**config.mk**
```make
export PLATFORM = sky130hd
export DESIGN_NAME = lc_delay_align
export DESIGN_NICKNAME = d
export VERILOG_FILES = /design/src/rtl/lc_delay_align.sv
export SDC_FILE = /design/constraint.sdc
export NUM_CORES = 1
export LEC_CHECK = 0
export BUFFER_PORTS_ARGS = -buffer_cell sky130_fd_sc_hd__buf_4
export CAP_MARGIN = 15
export CORE_AREA = 8 8 148 150
export CTS_CLUSTER_DIAMETER = 40
export DETAILED_ROUTE_END_ITERATION = 10
export DIE_AREA = 0 0 156 158
export PLACE_DENSITY = 0.76
export SKIP_CTS_REPAIR_TIMING = 1
export SYNTH_ARGS = -nofsm -noshare
export SYNTH_HDL_FRONTEND = slang
export SYNTH_SLANG_ARGS = --single-unit
```
**constraint.sdc**
```tcl
create_clock -name clk -period 3.25 [get_ports clk]
set_input_delay 0.325 -clock clk [delete_from_list [all_inputs] [get_ports clk]]
set_output_delay 0.325 -clock clk [all_outputs]
set_load 0.1 [all_outputs]
```
**src/rtl/lc_delay_align.sv**
```systemverilog
module lc_delay_align #(
  parameter int YW   = 10,
  parameter int CW   = 10,
  parameter int BASE = 8
) (
  input  logic          clk,
  input  logic          rst_n,
  input  logic [YW-1:0] y_in,
  input  logic          y_vld_in,
  input  logic [CW-1:0] c_in,
  input  logic          c_vld_in,
  input  logic          auto_en,
  input  logic [1:0]    fmt,
  input  logic [1:0]    y_adj,
  input  logic [2:0]    c_adj,
  output logic [YW-1:0] y_out,
  output logic          y_vld_out,
  output logic [CW-1:0] c_out,
  output logic          c_vld_out
);
  localparam int MAXD = BASE + 6;
  localparam int DW   = $clog2(MAXD + 1);

  logic [1:0]    y_code;
  logic [2:0]    c_code;
  int            y_off, c_off;
  logic [DW-1:0] y_nx, c_nx, y_dly, c_dly, hold_len, hold_cnt, y_tap, c_tap;
  logic          chg, live_q;

  logic [YW-1:0]   ysr [MAXD];
  logic [CW-1:0]   csr [MAXD];
  logic [MAXD-1:0] yvsr, cvsr;

  always_comb begin
    if (auto_en) begin
      case (fmt)
        2'b01:   begin y_code = 2'b01; c_code = 3'b101; end
        2'b10:   begin y_code = 2'b01; c_code = 3'b110; end
        default: begin y_code = 2'b00; c_code = 3'b011; end
      endcase
    end else begin
      y_code = y_adj;
      c_code = c_adj;
    end
  end

  always_comb begin
    case (y_code)
      2'b01:   y_off = 1;
      2'b10:   y_off = -2;
      2'b11:   y_off = -1;
      default: y_off = 0;
    endcase
    case (c_code)
      3'b001:  c_off = -4;
      3'b010:  c_off = -2;
      3'b100:  c_off = 2;
      3'b101:  c_off = 4;
      3'b110:  c_off = 6;
      default: c_off = 0;
    endcase
  end

  assign y_nx     = DW'(BASE + y_off);
  assign c_nx     = DW'(BASE + c_off);
  assign chg      = (y_nx != y_dly) || (c_nx != c_dly);
  assign hold_len = (y_nx > c_nx) ? y_nx : c_nx;

  always_ff @(posedge clk or negedge rst_n) begin
    if (!rst_n) begin
      y_dly    <= DW'(BASE);
      c_dly    <= DW'(BASE);
      hold_cnt <= '0;
      live_q   <= 1'b0;
    end else begin
      y_dly  <= y_nx;
      c_dly  <= c_nx;
      live_q <= 1'b1;
      if (chg)                hold_cnt <= hold_len;
      else if (hold_cnt != 0) hold_cnt <= hold_cnt - 1'b1;
    end
  end

  always_ff @(posedge clk or negedge rst_n) begin
    if (!rst_n) begin
      for (int i = 0; i < MAXD; i++) begin
        ysr[i] <= '0;
        csr[i] <= '0;
      end
      yvsr <= '0;
      cvsr <= '0;
    end else begin
      ysr[0] <= y_in;
      csr[0] <= c_in;
      for (int i = 1; i < MAXD; i++) begin
        ysr[i] <= ysr[i-1];
        csr[i] <= csr[i-1];
      end
      yvsr <= {yvsr[MAXD-2:0], y_vld_in};
      cvsr <= {cvsr[MAXD-2:0], c_vld_in};
    end
  end

  assign y_tap     = y_dly - 1'b1;
  assign c_tap     = c_dly - 1'b1;
  assign y_out     = ysr[y_tap];
  assign c_out     = csr[c_tap];
  assign y_vld_out = yvsr[y_tap] && (hold_cnt == 0);
  assign c_vld_out = cvsr[c_tap] && (hold_cnt == 0);

  p_hold_after_change_r7: assert property (@(posedge clk) disable iff (!rst_n)
    chg |=> !y_vld_out && !c_vld_out);

  p_hold_counts_down_r7: assert property (@(posedge clk) disable iff (!rst_n)
    live_q && !chg && hold_cnt != 0 |=> hold_cnt == $past(hold_cnt) - 1'b1);

  p_luma_span_r1: assert property (@(posedge clk) disable iff (!rst_n)
    y_dly >= DW'(BASE - 2) && y_dly <= DW'(BASE + 1));

  p_chroma_step_r2: assert property (@(posedge clk) disable iff (!rst_n)
    c_dly >= DW'(BASE - 4) && c_dly <= DW'(BASE + 6) && c_dly[0] == 1'(BASE));

  p_auto_steady_r4: assert property (@(posedge clk) disable iff (!rst_n)
    live_q && auto_en && $past(auto_en) && $stable(fmt) |=> $stable(y_dly) && $stable(c_dly));
endmodule

```
=== After elaboration in Yosys (flattened, before gate mapping) ===
Index checks and enable logic that the tools add are counted.

* Add/subtract/negate cells: 5
* Reduce and logical (&&, ||, !) cells: 7
* Eq/ne operators: 12
* $lt $le $gt $ge: 5
* Bitwise operators: 2
* Mux-type cells: 19

{| class="wikitable"
|+ Operator list
! kind !! number
|-
| 10-bit binary-select mux with 4-bit select || 2
|-
| 10-bit two-way mux || 4
|-
| 4-bit one-hot mux with 5 select lines || 1
|-
| 4-bit two-way mux || 3
|-
| 4-bit one-hot mux with 3 select lines || 1
|-
| 4-bit by 1-bit subtractor with 4-bit output (second input constant) || 3
|-
| 5-bit greater-or-equal comparator (second input constant) || 2
|-
| 4-bit by 5-bit < comparator with 1-bit output (second input constant) || 2
|-
| 4-bit inverter with 5-bit output || 2
|-
| 3-bit == test (second input constant) || 3
|-
| 4-bit adder (first input constant) || 2
|-
| 1-bit binary-select mux with 4-bit select || 2
|-
| 4-bit != test || 2
|-
| 2-bit == test (second input constant) || 3
|-
| 3-bit one-hot mux with 2 select lines || 1
|-
| 2-bit by 1-bit == test with 1-bit output (second input constant) || 2
|-
| 4-bit greater-than comparator || 1
|-
| 4-bit logical NOT || 1
|-
| 4-bit nonzero test || 1
|-
| 3-bit by 1-bit == test with 1-bit output (second input constant) || 1
|-
| 3-bit by 2-bit == test with 1-bit output (second input constant) || 1
|-
| 1-bit two-way mux || 3
|-
| 3-bit two-way mux || 1
|-
| 1-bit logical AND || 2
|-
| other kinds (4) || 4
|}

* Bits of input ports: 32
* Register bits: 320
* Output and inout port bits: 22

=== Logic depth before layout (Yosys ltp) ===
Gate-level depths: netlist of the first run.

* Depth in word-level cells: 10
* Gate-level depth with buffers: 12
* Depth with buffers taken out: 11

=== Worst setup path before layout of the first run ===
Ideal clock, no wire load.

* Path kind: register to output
* From: reg y_dly[0]
* To: out y_vld_out
* Slack: -1,866 ps
* Arrival time: 4,791 ps
* Stages on the path, launching flop included: 12
* Cells stage by stage: dfrtp_1 buf_2 buf_2 buf_4 buf_4 inv_1 ha_1 buf_2 buf_2 clkbuf_1 a311oi_1 a211oi_1

* Word-level cells in the longest chain between the ends: 4

{| class="wikitable"
|+ Ends and longest elaborated chain
! element !! RTL line !! text
|-
| from (decl) || 27 || <nowiki>logic [DW-1:0] y_nx, c_nx, y_dly, c_dly, hold_len, hold_cnt, y_tap, c_tap;</nowiki>
|-
| from (signal assigned) || 71 || <nowiki>y_dly <= DW'(BASE);</nowiki>
|-
| from (signal assigned) || 76 || <nowiki>y_dly <= y_nx;</nowiki>
|-
| 4-bit by 1-bit subtractor with 4-bit output || 104 || <nowiki>assign y_tap = y_dly - 1'b1;</nowiki>
|-
| 1-bit binary-select mux with 4-bit select || 108 || <nowiki>assign y_vld_out = yvsr[y_tap] && (hold_cnt == 0);</nowiki>
|-
| 1-bit two-way mux (not written as such) || 108 ||
|-
| 1-bit logical AND || 108 ||
|-
| to (decl) || 17 || <nowiki>output logic y_vld_out,</nowiki>
|}

No other way between the ends. The select of a mux whose other input is x is not followed.

=== Worst setup path after layout of the first run ===
* From: reg y_dly[0]
* To: out y_out[0]

* Word-level cells in the longest chain between the ends: 5

{| class="wikitable"
|+ Ends and longest elaborated chain
! element !! RTL line !! text
|-
| 4-bit by 1-bit subtractor with 4-bit output || 104 ||
|-
| 4-bit inverter with 5-bit output (not written as such) || 106 || <nowiki>assign y_out = ysr[y_tap];</nowiki>
|-
| 10-bit binary-select mux with 4-bit select || 106 ||
|-
| 10-bit two-way mux (not written as such) (2 in a row) || 106 ||
|-
| to (decl) || 16 || <nowiki>output logic [YW-1:0] y_out,</nowiki>
|}

No other way between the ends. The select of a mux whose other input is x is not followed.

==> impl_metrics.ini, run 1 <==
[outcome]
status = complete, no violations

[yosys]
synth_compound_area_share_pct = 2.75
synth_most_common_cell = dfrtp_1
synthTopCellsByCount = 316 x dfrtp_1, 44 x mux4_2, 32 x nand2_1
synth_top_area_share_pct = 76.3
ys_seq_area_share_pct = 76.8
yosys.area_share.simple_pct = 2.86
avgSynthCellArea_um2 = 18.4
syn_area_um2 = 10400
synthMuxAreaShare_pct = 14.1
synth_area_leaders = dfrtp_1 76%, mux4_2 9.6%, mux2_2 2.4%, mux2i_1 1.7%, ha_1 1.2%
ys.flop_type = dfrtp_1
synthAdderAreaFrac_pct = 1.21
synthCells = 564
synth_largest_area_cell = dfrtp_1
ys.warnings.count = 0
yosys.cell_types.count = 39
synth_top_family_by_area = multiplexers
ys_seq_elements = 318
async_flop_share_pct = 100
synth-xor-area-share_pct = 0.761
synth-edff-count = 0
synth_fp_nets = 606

[cells_and_area]
utilization_pct = 64.8
finish.net_count = 715
diodes = 0
final_cells = 968
syn2layout_area_growth_pct = 23.3
drive_gt1_share_pct = 33.0
finalInstanceArea_um2 = 12800

[timing]
rsz0062_at_grt = false
setup_viol = 0
whs_ns = 0.141
worst_slew_pin_slew_ns = 0.995
finalMaxSlewViolations = 0
post-route-period-util_pct = 96.9
fin_skew_ns = 0.0156
max_clock_freq_ghz = 0.318
maxSlewHeadroom_pct = 33.4
tns_ns = 0
fin_crit_ns = 3.15
hold_viol = 0

[floorplanning]
die_height_um = 158
die_x_um = 156
ioPinCount = 54
initial_core_util_pct = 52.6
dieArea_um2 = 24600
core_um2 = 19700
rows = 52

[worst_setup_path]
path_class = reg2out
critPathArrivalTime_ns = 2.82
crit_buf_inv = 3
slowest_delay_ns = 0.44
crit_chain = inv_1, ha_2, buf_12, mux4_2, mux2_2, a22oi_1, nand2_4, buf_4
slowest_stage = dfrtp_2
cp_max_fo = 18
critPathTopFamily = multiplexers
cp_data_required_time_ns = 2.92
r2r_slack_ns = 1.38
endpoint_kind = output pin
critPathLaunchType = register

[detailed_routing]
drt_iter0_drc = 251
wirelength_mm = 18.7
drc = 0
detail-route-antenna-nets = 0
vias = 4979
dr.pass1.iters = 4
vias_per_cell = 5.14
wl_per_cell_um = 19.3

[clocking]
cts.sinks = 318
cts_root_buffer = clkbuf_16
cts.htree.levels = 2
cts_buffers = 34
clockBufferDepth = 3
tritoncts = built
clk-insertion-delay-late_ns = 0.50
clkSlewWorstSetupHoldPaths_ns = 0.06

[power_and_ir_drop]
powerDensity_nw_per_um2 = 779
seqPwrFrac_pct = 43.0
leakage_nw = 5.68
intPower_mw = 7.28
switchingPower_mw = 2.67
netSwitchingFraction_pct = 26.9
peakVddDrop_uv = 321
combPwrFrac_pct = 16.1
pwr-share-clk_pct = 40.9

[placement]
dpl.hpwl_mm = 10.8
io_buffers = 53
dpl_cell_area_um2 = 11300
dp_cells = 881
gp_congestion = 0.759

[min_path]
hold_class = in2reg

[grt]
grt_pass1_wl_mm = 30.5
grt_pass1_vias = 5548
antenna_found_initial = 0
grt_usage_pct = 15.9
grt-ovfl-total = 0
grt_max_degree = 112

[run]
max_cap_viol_count = 0
==> final cells by class <==
| cell class | count | area (um2) |
|---|---|---|
| Clock buffer | 46 | 1000 |
| Clock inverter | 15 | 216 |
| Fill cell | 1297 | 6930 |
| Inverter | 11 | 41.3 |
| Multi-Input combinational cell | 213 | 2400 |
| Sequential cell | 318 | 7960 |
| Tap cell | 270 | 338 |
| Timing Repair Buffer | 95 | 825 |
==> stage by stage <==
step           worst slack, ns  power, mW
2_1_floorplan           -0.160       5.48
3_3_place_gp             0.572       5.85
3_5_place_dp             0.532       5.90
4_1_cts                -0.0192       10.0
5_1_grt                 0.0110       10.3
6_report                 0.101       9.96
==> cells in the final DEF, fill, tap and decap left out, drive strengths merged, types with 2 or more instances in the layout <==
cell / count
dfrtp: 316
nand2: 32
inv: 14
nor2: 16
nor3: 2
clkinv: 5
ha: 10
dfstp: 2
o21ai: 13
a22oi: 11
mux4: 44
xor2: 3
nor2b: 3
clkinvlp: 2
a21oi: 13
buf: 71
mux2i: 20
dlygate4sd3: 23
clkbuf: 47
bufinv: 5
mux2: 22
xnor2: 6
==> power by group through the flow <==
stage | combinational, mW | clock, mW | sequential (mW)
final | 1.60 | 4.07 | 4.28
after global routing | 1.69 | 4.33 | 4.31
after CTS | 1.57 | 4.17 | 4.29
after detailed placement | 1.56 | 0 | 4.35
after global placement | 1.53 | 0 | 4.33
after floorplan | 1.17 | 0 | 4.31
==> layer usage <==
metal	global-route usage (%)	part of all wire (%)
met5	0	0
met4	5.55	1.9
met3	3.47	3.2
met2	25.9	51
met1	20.9	44
==> cell families (layout without fill, tap and decap cells) <==
logic type,after synthesis,in the layout
DFF,318,318
muxes,86,86
and+or+nand+nor,64,64
AOI/OAI and AO/OA,44,44
buffers and inverters,33,167
adders and majority gates,10,10
xor gates and xnor gates,9,9
==> path summary, 6_finish.rpt <==
kind / to / cells past startpoint / start
worst max-delay path: y_out[0] / 8 / y_dly[0]$_DFF_PN0_
worst min-delay path: c_dly[3]$_DFF_PN1_ / 2 / c_adj[2]
worst max register to register: hold_cnt[1]$_DFFE_PN0P_ / 5 / y_dly[0]$_DFF_PN0_
worst min register to register: csr[60]$_DFF_PN0_ / 0 / csr[70]$_DFF_PN0_
max in group asynchronous: y_dly[3]$_DFF_PN1_ / 3 / rst_n
min in group asynchronous: csr[115]$_DFF_PN0_ / 2 / rst_n
==> registers in the layout (all words and copies together), names as in the netlist <==
register / cells
hold_cnt: 4
c_dly: 3
y_dly: 3
yvsr: 14
ysr: 140
csr: 140
cvsr: 14
==> worst register-to-register path, cell delays in order, from the launching register on <==
cell      delay [ns]
dfrtp_2         0.44
buf_4           0.35
nor3_1          0.10
nand3b_1        0.18
or4_4           0.55
mux2i_1         0.20
Note: power is estimated with default switching activity, not from simulation.
==> inputs of run 2 (changes only) <==
--- a/config.mk
+++ b/config.mk
@@ -8,6 +8,7 @@
 export BUFFER_PORTS_ARGS = -buffer_cell sky130_fd_sc_hd__buf_4
 export CAP_MARGIN = 15
 export CORE_AREA = 8 8 148 150
+export CTS_BUF_LIST = sky130_fd_sc_hd__clkbuf_16
 export CTS_CLUSTER_DIAMETER = 40
 export DETAILED_ROUTE_END_ITERATION = 10
 export DIE_AREA = 0 0 156 158
==> run 2 against run 1 <==
Against the previous run: core utilization is 0.20 points lower; count of clock-buffer cells in the layout decreased by 9; clock power is 3% lower; clock skew shrank 0.0026 ns; die area unchanged; wire length is 0.68% higher.
==> impl_metrics.ini, run 2 (synthesis gave the netlist of run 1 again) <==
[detailed_routing]
drc = 0
dr.pass1.iters = 4
drt_iter0_drc = 265
vias_per_cell = 5.15
wirelength_mm = 18.8
wl_per_cell_um = 19.4
detail-route-antenna-nets = 0
vias = 4985

[power_and_ir_drop]
leakage_nw = 5.68
peakVddDrop_uv = 318
netSwitchingFraction_pct = 27.2
seqPwrFrac_pct = 43.5
pwr-share-clk_pct = 40.2
combPwrFrac_pct = 16.3
powerDensity_nw_per_um2 = 773
switchingPower_mw = 2.67
intPower_mw = 7.17

[floorplanning]
die_height_um = 158
core_um2 = 19700
ioPinCount = 54
rows = 52
initial_core_util_pct = 52.6
die_x_um = 156
dieArea_um2 = 24600

[timing]
fin_crit_ns = 3.15
whs_ns = 0.143
worst_slew_pin_slew_ns = 1.00
finalMaxSlewViolations = 0
max_clock_freq_ghz = 0.317
hold_viol = 0
rsz0062_at_grt = false
fin_skew_ns = 0.0131
post-route-period-util_pct = 97.0
tns_ns = 0
maxSlewHeadroom_pct = 32.9
worst_slack_ns = 0.0983
setup_viol = 0

[worst_setup_path]
crit_chain = inv_1, ha_2, buf_12, mux4_2, mux2_2, a22oi_1, nand2_4, buf_4
r2r_start = y_dly[0]$_DFF_PN0_
critPathLaunch = y_dly[0]$_DFF_PN0_
critPathLaunchType = register
r2r_slack_ns = 1.37
critPathArrivalTime_ns = 2.83
slowest_stage = dfrtp_2
r2r-end = hold_cnt[1]$_DFFE_PN0P_
endpoint_kind = output pin
slowest_delay_ns = 0.44
path_class = reg2out
cp_data_required_time_ns = 2.92
cp_max_fo = 18
r2r_cells = 5
crit_end = y_out[0]

[grt]
grt_usage_pct = 15.9
grt_max_degree = 112
grt-ovfl-total = 0
antenna_found_initial = 0
grt_pass1_wl_mm = 30.5
grt_pass1_vias = 5588

[cells_and_area]
drive_gt1_share_pct = 32.4
reg_top3 = csr x140, ysr x140
layout_commonest_cell = dfrtp_1
utilization_pct = 64.6
filler_cell_count = 1303
diodes = 0
syn2layout_area_growth_pct = 23.0
layout_common_cells = 315 x dfrtp_1, 67 x buf_4, 44 x mux4_2, 38 x clkbuf_16, 23 x dlygate4sd3_1
finish.net_count = 715

[placement]
dpl.hpwl_mm = 10.8
gp_congestion = 0.759
place_ws_ns = 0.532
io_buffers = 53

[clocking]
clk-insertion-delay-late_ns = 0.50
cts.htree.levels = 2
cts_buffers = 34
clkSlewWorstSetupHoldPaths_ns = 0.06
cts.sinks = 318
tritoncts = built
clockBufferDepth = 3
cts_root_buffer = clkbuf_16

[run]
max_cap_viol_count = 0

[outcome]
status = complete, no violations

[min_path]
hold_class = in2reg
-- run 2: cell count changes in the layout (fill, tap and decap cells not counted) --
cell,before,now
clkinv_1,0,4
inv_1,11,16
clkbuf_1,5,0
clkbuf_8,4,0
-- run 2: worst min path at each step --
stage                    endpoint          startpoint  depth (start not counted)
5_1_grt        c_dly[3]$_DFF_PN1_            c_adj[2]                          2
4_1_cts        csr[115]$_DFF_PN0_               rst_n                          1
3_3_place_gp   csr[127]$_DFF_PN0_  csr[137]$_DFF_PN0_                          0
3_5_place_dp   csr[123]$_DFF_PN0_  csr[133]$_DFF_PN0_                          0
6_report       c_dly[3]$_DFF_PN1_            c_adj[2]                          2
2_1_floorplan  c_dly[1]$_DFF_PN0_               rst_n                          0
-- run 2: cell type report --
| class | count | area [um2] | share of cell area (%) |
|---|---|---|---|
| flip-flops and latches | 318 | 7960 | 62.5 |
| multi-input cells | 213 | 2400 | 18.8 |
| clock buffers | 37 | 926 | 7.27 |
| repair buffers | 95 | 825 | 6.47 |
| well taps | 270 | 338 | 2.65 |
| clock inverters | 24 | 250 | 1.96 |
| inverters | 11 | 41.3 | 0.324 |
-- run 2: power by group through the flow --
stage | clock network (mW) | logic [mW] | registers [mW]
CTS | 4.06 | 1.57 | 4.29
detailed placement | 0 | 1.56 | 4.35
global route | 4.21 | 1.69 | 4.30
global placement | 0 | 1.53 | 4.33
finish | 3.96 | 1.60 | 4.28
floorplan | 0 | 1.17 | 4.31
-- run 2: worst max-delay path, delay by kind of cell, from the launching register on --
kind	cells	cell delay, ns
flip-flops	1	0.44
adder cells (fa/ha/maj)	1	0.40
AND/OR/NAND/NOR	1	0.07
AO/OA/AOI/OAI	1	0.31
buffers and inverters	3	0.51
multiplexers	2	0.61
-- run 2: layer usage --
metal  vias up  GRT usage, %  part of all wire, %
met4         0          5.68                  1.9
met3        25          3.41                  3.5
met2        81          26.1                   51
met1      2696          20.7                   44
li1       2183             -                    -
met5         -             0                    0
-- run 2: per-stage QoR --
step,instance area (um2),power [mW],instances
after floorplan,10500,5.48,564
after global placement,11300,5.85,881
after detailed placement,11300,5.90,881
after CTS,12500,9.91,942
after global routing,12700,10.2,968
final,12700,9.84,968
==> inputs of run 3 (changes only) <==
--- a/config.mk
+++ b/config.mk
@@ -7,11 +7,13 @@
 export LEC_CHECK = 0
 export BUFFER_PORTS_ARGS = -buffer_cell sky130_fd_sc_hd__buf_4
 export CAP_MARGIN = 15
-export CORE_AREA = 8 8 148 150
+export CELL_PAD_IN_SITES_DETAIL_PLACEMENT = 1
+export CELL_PAD_IN_SITES_GLOBAL_PLACEMENT = 1
+export CORE_AREA = 8 8 158 160
 export CTS_BUF_LIST = sky130_fd_sc_hd__clkbuf_16
 export CTS_CLUSTER_DIAMETER = 40
 export DETAILED_ROUTE_END_ITERATION = 10
-export DIE_AREA = 0 0 156 158
+export DIE_AREA = 0 0 166 168
 export PLACE_DENSITY = 0.76
 export SKIP_CTS_REPAIR_TIMING = 1
 export SYNTH_ARGS = -nofsm -noshare
==> run 3 against run 2 <==
Against the previous run: cell count is 1.1% higher; clock power is 1% lower; worst hold slack better by 0.0034 ns; via count is 2.8% higher; first-iteration DRC count is 3.4% higher; largest power group unchanged; maximum frequency hardly changed; critical path depth stayed put; sequential share of layout area is 0.28 points higher; die area is 13% higher; sequential power hardly changed.
==> impl_metrics.ini, run 3 (synthesis gave the netlist of run 1 again) <==
[outcome]
status = complete, no violations

[worst_setup_path]
path_depth = 8
critPathTopFamily = multiplexers
critPathArrivalTime_ns = 2.83
r2r_slack_ns = 1.39
r2r-end = hold_cnt[0]$_DFFE_PN0P_
slowest_delay_ns = 0.41
critPathLaunch = y_dly[0]$_DFF_PN0_
cp_data_required_time_ns = 2.92
cp_max_fo = 35
crit_buf_inv = 3
r2r_cells = 5
r2r_start = y_dly[0]$_DFF_PN0_
endpoint_kind = output pin
path_class = reg2out
critPathLaunchType = register
crit_chain = inv_1, ha_1, buf_12, mux4_2, mux2_2, a22oi_1, nand2_4, buf_4
crit_end = y_out[8]
slowest_stage = dfrtp_2

[floorplanning]
dieArea_um2 = 27900
core_um2 = 22400
initial_core_util_pct = 46.3
die_x_um = 166
rows = 55
ioPinCount = 54
die_height_um = 168

[timing]
fin_crit_ns = 3.15
tns_ns = 0
max_clock_freq_ghz = 0.317
rsz0062_at_grt = true
fin_skew_ns = 0.0102
finalMaxSlewViolations = 0
setup_viol = 0
hold_viol = 0
worst_slew_pin_slew_ns = 0.766
post-route-period-util_pct = 97.0
worst_slack_ns = 0.0964
maxSlewHeadroom_pct = 48.9

[detailed_routing]
drt_iter0_drc = 274
detail-route-antenna-nets = 0
drc = 0
dr.pass1.iters = 4
vias_per_cell = 5.23
vias = 5125
wl_per_cell_um = 22.2
wirelength_mm = 21.8

[placement]
dp_cells = 894
place_ws_ns = 0.605
dpl.hpwl_mm = 12.5
dpl_cell_area_um2 = 11300
io_buffers = 53
gp_congestion = 0.729

[clocking]
cts_buffers = 36
cts.sinks = 318
clkSlewWorstSetupHoldPaths_ns = 0.06
tritoncts = built
clk-insertion-delay-late_ns = 0.50
clockBufferDepth = 3
cts.htree.levels = 2
cts_root_buffer = clkbuf_16

[power_and_ir_drop]
peakVddDrop_uv = 343
powerDensity_nw_per_um2 = 773
leakage_nw = 5.61

[min_path]
hold_depth = 2
hold_class = in2reg

[run]
max_cap_viol_count = 0

[cells_and_area]
diodes = 0
filler_cell_count = 1961
reg_top3 = csr x140, ysr x140
syn2layout_area_growth_pct = 22.4
layout_common_cells = 315 x dfrtp_1, 62 x buf_4, 44 x mux4_2, 37 x clkbuf_16, 23 x dlygate4sd3_1
utilization_pct = 56.7
finish.net_count = 712
layout_commonest_cell = dfrtp_1
final_cells = 979
drive_gt1_share_pct = 31.8
finalInstanceArea_um2 = 12700
seqCellArea_um2 = 7960
multi_input_area_um2 = 2390

[grt]
grt_usage_pct = 16.4
grt_max_degree = 106
grt_pass1_wl_mm = 35.7
grt-ovfl-total = 0
antenna_found_initial = 0
grt_pass1_vias = 6023
run 3: cell count changes in the layout (fill, tap and decap cells not counted), moves of 2 or more:
cell | before | now
buf_4 | 67 | 62
clkinvlp_4 | 2 | 6
a22oi_1 | 9 | 11
a22oi_2 | 2 | 0
bufinv_16 | 5 | 3
clkinv_2 | 5 | 3
clkinv_4 | 0 | 2
inv_1 | 16 | 14
run 3: power by group:
part	total [mW]	internal [mW]	leakage (nW)	switching [mW]
registers	4.29	4.17	3.71	0.120
clock network	3.91	2.32	0.558	1.58
logic	1.61	0.525	1.35	1.08
run 3: worst min-delay path by stage:
stage                             startpoint  slack, ns            endpoint
after floorplan                        rst_n       0.03  c_dly[1]$_DFF_PN0_
after global placement    csr[133]$_DFF_PN0_       0.33  csr[123]$_DFF_PN0_
after detailed placement   csr[31]$_DFF_PN0_       0.34   csr[21]$_DFF_PN0_
after CTS                              rst_n      -0.10   csr[53]$_DFF_PN0_
after global routing                 auto_en       0.14  c_dly[2]$_DFF_PN0_
final                                auto_en       0.15  c_dly[2]$_DFF_PN0_
run 3: through the flow:
step	power [mW]	hold WS, ns
floorplan	5.48	0.0294
global placement	5.86	0.331
detailed placement	5.94	0.336
CTS	9.93	-0.101
global route	10.2	0.141
finish	9.81	0.147
run 3: worst register-to-register path: stages, from the launching register on:
cell and delay [ns]:
dfrtp_2 0.41, buf_6 0.31, nor3_1 0.10, nand3b_1 0.19
or4_4 0.55, mux2i_1 0.16
run 3: area by class of cell:
cell class / count / share of cell area, %
Timing Repair Buffer: 90 / 6.17
Tap cell: 285 / 2.81
Clock buffer: 37 / 7.30
Multi-Input combinational cell: 213 / 18.8
Sequential cell: 318 / 62.8
Clock inverter: 25 / 1.79
Inverter: 11 / 0.326
run 3: routing by layer:
layer | wire, um | track usage, % | up-vias
met5 | 0 | 0 | -
met4 | 631 | 6.28 | 0
met3 | 702 | 3.30 | 44
met2 | 11600 | 28.2 | 90
met1 | 8870 | 20.4 | 2818
li1 | - | - | 2173
